<file path="config.mk">
export PLATFORM = sky130hd
export DESIGN_NAME = frame_demux
export DESIGN_NICKNAME = d
export VERILOG_FILES = /design/src/rtl/frame_demux.sv
export SDC_FILE = /design/constraint.sdc
export NUM_CORES = 1
export LEC_CHECK = 0
export ABC_CLOCK_PERIOD_IN_PS = 2600
export BUFFER_PORTS_ARGS = -buffer_cell sky130_fd_sc_hd__clkbuf_2
export CAP_MARGIN = 20
export CORE_MARGIN = 4
export CORE_UTILIZATION = 35
export DETAILED_ROUTE_END_ITERATION = 6
export GPL_ROUTABILITY_DRIVEN = 0
export GPL_TIMING_DRIVEN = 0
export PLACE_DENSITY = 0.92
export SLEW_MARGIN = 20
export SYNTH_ARGS = -nofsm -noshare
export SYNTH_HDL_FRONTEND = slang
export SYNTH_SLANG_ARGS = --single-unit
</file>
<file path="constraint.sdc">
create_clock -name clk -period 2.6 [get_ports clk]
set_input_delay 0.52 -clock clk [delete_from_list [all_inputs] [get_ports clk]]
set_output_delay 0.52 -clock clk [all_outputs]
set_load 0.005 [all_outputs]
</file>
<file path="src/rtl/frame_demux.sv">
module frame_demux #(
  parameter int DATA_W  = 8,
  parameter int NUM_OUT = 4,
  localparam int SEL_W  = (NUM_OUT > 1) ? $clog2(NUM_OUT) : 1
) (
  input  logic                        clk,
  input  logic                        rst,
  input  logic [SEL_W-1:0]            sel,
  input  logic [DATA_W-1:0]           in_data,
  input  logic                        in_valid,
  output logic                        in_ready,
  input  logic                        in_last,
  input  logic                        in_user,
  output logic [NUM_OUT*DATA_W-1:0]   out_data,
  output logic [NUM_OUT-1:0]          out_valid,
  input  logic [NUM_OUT-1:0]          out_ready,
  output logic [NUM_OUT-1:0]          out_last,
  output logic [NUM_OUT-1:0]          out_user
);
  logic             busy_q;
  logic [SEL_W-1:0] lock_q;
  logic [SEL_W-1:0] route;
  logic             accept;

  assign route    = busy_q ? lock_q : sel;
  assign in_ready = out_ready[route];
  assign accept   = in_valid && in_ready;

  for (genvar g = 0; g < NUM_OUT; g++) begin : g_port
    assign out_valid[g]                   = in_valid && (route == SEL_W'(g));
    assign out_data[g*DATA_W +: DATA_W]   = in_data;
    assign out_last[g]                    = in_last;
    assign out_user[g]                    = in_user;
  end

  always_ff @(posedge clk) begin
    if (rst) begin
      busy_q <= 1'b0;
      lock_q <= '0;
    end else if (accept) begin
      if (in_last) begin
        busy_q <= 1'b0;
      end else if (!busy_q) begin
        busy_q <= 1'b1;
        lock_q <= sel;
      end
    end
  end
endmodule

</file>
==> flow_metrics.tcl <==
set metrics [dict create \
    rsz0062_at_grt "no" \
    cts.sinks 3 \
    grt.total_usage_pct 14.58 \
    dp.final_hpwl_um 1380 \
    arrival_ps 1780 \
    cp_slowest_cell "mux2i_1" \
    switching_share_pct 27.09 \
    fin_crit_sh_pct 88.45 \
    worst_pin_slew_ps 618.2 \
    crit_path_end_kind "primary output" \
    required_ps 2080 \
    clockRootBuffer "clkbuf_4" \
    highest_layer "met3" \
    seqCellArea_um2 60.06 \
    crit_buf_inv 1 \
    syn-mean-instance-area_um2 8.011 \
    antenna_found_initial 0 \
    clk_latency_ps 230 \
    nets 145 \
    synth_edf_count 0 \
    die_h_um 47.16 \
    grt_max_degree 8 \
    core_um2 1366 \
    reg2reg_from "busy_q$_SDFFE_PP0P_" \
    synth_nets 86 \
    ys_warn_count 0 \
    power_frac_comb_pct 48.9 \
    ant_nets 0 \
    vias 608 \
    clock_path_buffers 2 \
    crit_chain "mux2i_1, mux4_2, clkbuf_2" \
    grt_pass1_vias 563 \
    holdPathEnd "lock_q[1]$_SDFFE_PP0P_" \
    grt_overflow_total 0 \
    rr_worst_depth 3 \
    insertedDiodeCount 0 \
    powerDensity_nw_per_um2 300.7 \
    multi_input_area_um2 176.4 \
    cts_resized 0 \
    crit_family "multiplexers" \
    drive_gt1_share_pct 81.60 \
    cts_made_buffers 3 \
    max_freq_ghz 0.4348 \
    ir_drop_mv 0.3276 \
    clkTransAtPathRegs_ps 30 \
    start_kind "flop" \
    crit_fanout 7 \
    holdPathStages 2 \
    final_cells 140 \
    holdCritPathClass "flop to flop" \
    synth_top_area_cell "buf_4" \
    leakagePower_nw 0.5250 \
    max-slew-margin-rel_pct 57.61 \
    drt_first_pass_iters 4 \
    synth_top_cells_by_area "buf_4 (56%), dfxtp_1 (11%), mux4_2 (4.2%)" \
    post-cts-setup-buffers 0 \
    routed_via_density 4.343 \
    ys_seq_area_share_pct 11.19 \
    post-place-ws_ps 412.0 \
    die_w_um 47.16 \
    status "finished, final reports clean" \
    synth_cells 67 \
    std_cell_rows 13 \
    drc 0 \
    synth_area_um2 536.8 \
    cts_tree "done" \
    hold_viol_final 0 \
    drv_cap 0 \
    max_stage_delay_ps 570 \
    wl_per_cell_um 10.59 \
    min_period_ps 2300 \
    h-tree-depth 1 \
    p_seq_share_pct 19.6 \
    worstHoldStart "lock_q[1]$_SDFFE_PP0P_" \
    skew_ps 0.9565 \
    start_util_pct 39.29 \
    setup_viol 0 \
    synthArstFlopShare_pct 0 \
    grt_pass1_wl_um 2249 \
    die-area_um2 2224 \
    wl_met1_um 375 \
    dr_wl_met2_um 860 \
    synth.top_cell.area_share_pct 55.94 \
    final_core_utilization_pct 62.36 \
    ios 64 \
    routed-wl-met3_um 247 \
    tns_ps 0 \
    p_sw_mw 0.06940 \
    area_growth_syn_to_layout_pct 58.74 \
    synth_seq_cells 3 \
    wirelength_um 1482 \
    ys_types 16 \
    portBuffers 54 \
    reg2reg_setup_slack_ps 820 \
    fill_cells 119 \
    drt_iter0_markers 7 \
    synth_commonest_cells "buf_4 (40), nor2_1 (5), a21oi_1 (3), dfxtp_1 (3)" \
    dp.cells 136 \
    clkPwrFrac_pct 31.4 \
    worst_slack_ps 300.2 \
    internal-power_mw 0.1868 \
    synth.most_common_cell "buf_4" \
    r2r_end "busy_q$_SDFFE_PP0P_" \
    ctsHoldBuffers 0 \
    criticalPathCategory "flop to primary output" \
    drv_slew 0 \
    synth-main-ff-cell "dfxtp_1" \
]
-- worst reg2reg max path, cell delays in order (launching register included) --
cell and delay (ps):
dfxtp_1 380, mux2i_1 570, mux4_2 460, a31o_2 260
-- stage by stage --
step	instance area [µm²]	hold slack (ps)	power, mW
2_1_floorplan	536.8	481.9	0.1263
3_3_place_gp	825.8	495.9	0.1730
3_5_place_dp	825.8	549.4	0.1783
4_1_cts	852.1	524.5	0.2643
5_1_grt	852.1	540.9	0.2812
6_report	852.1	532.9	0.2562
-- state kept, by name, summed over array words and instances (netlist names) --
register	flops
lock_q	2
busy_q	1
-- power groups by stage --
stage                     combinational (mW)  clock, mW  sequential [mW]
final                                  0.125     0.0806           0.0503
after detailed placement               0.127          0           0.0510
after floorplan                       0.0757          0           0.0506
after global routing                   0.139     0.0918           0.0506
after global placement                 0.122          0           0.0508
after CTS                              0.128     0.0865           0.0503
-- placed cells by master, fill, tap and decap left out --
cell type  Yosys  final
mux2i_1        2      2
clkbuf_1       0      1
clkbuf_4       0      3
nand2b_1       2      2
nor4_1         1      1
nor3b_1        1      1
mux2_2         1      1
a31o_2         2      2
dfxtp_1        3      3
nand2_1        1      1
mux2_4         1      1
a21oi_1        3      3
mux4_2         1      1
or2b_1         1      1
buf_4         40     40
clkbuf_2       0     54
and3_1         1      1
nor2b_1        2      2
nor2_1         5      5
-- worst max path at each step --
stage,from,slack [ps],depth (start not counted),endpoint
3_5_place_dp,sel[0],410,4,in_ready
3_3_place_gp,sel[0],480,4,in_ready
2_1_floorplan,sel[1],790,2,in_ready
4_1_cts,busy_q$_SDFFE_PP0P_,290,3,in_ready
5_1_grt,busy_q$_SDFFE_PP0P_,190,3,in_ready
6_report,busy_q$_SDFFE_PP0P_,300,3,in_ready
-- final cells by class --
type                    count  area share, %
plain buffers              40          35.24
flip-flops and latches      3          7.048
clock buffers               4          3.084
well taps                  15          2.203
multi-input cells          24          20.70
repair buffers             54          31.72
-- cells by family after synthesis --
group	synth area share [%]
DFF	11.19
muxes	12.82
AOI/OAI and AO/OA	6.060
and+or+nand+nor	13.99
buffers and inverters	55.94
-- metal layers --
metal / global-route usage (%) / vias to the layer above
met5: 0 / -
met4: 6.630 / 0
met2: 31.98 / 38
met1: 10.56 / 273
met3: 4.598 / 0
li1: - / 297
Note: power is estimated with default switching activity, not from simulation.
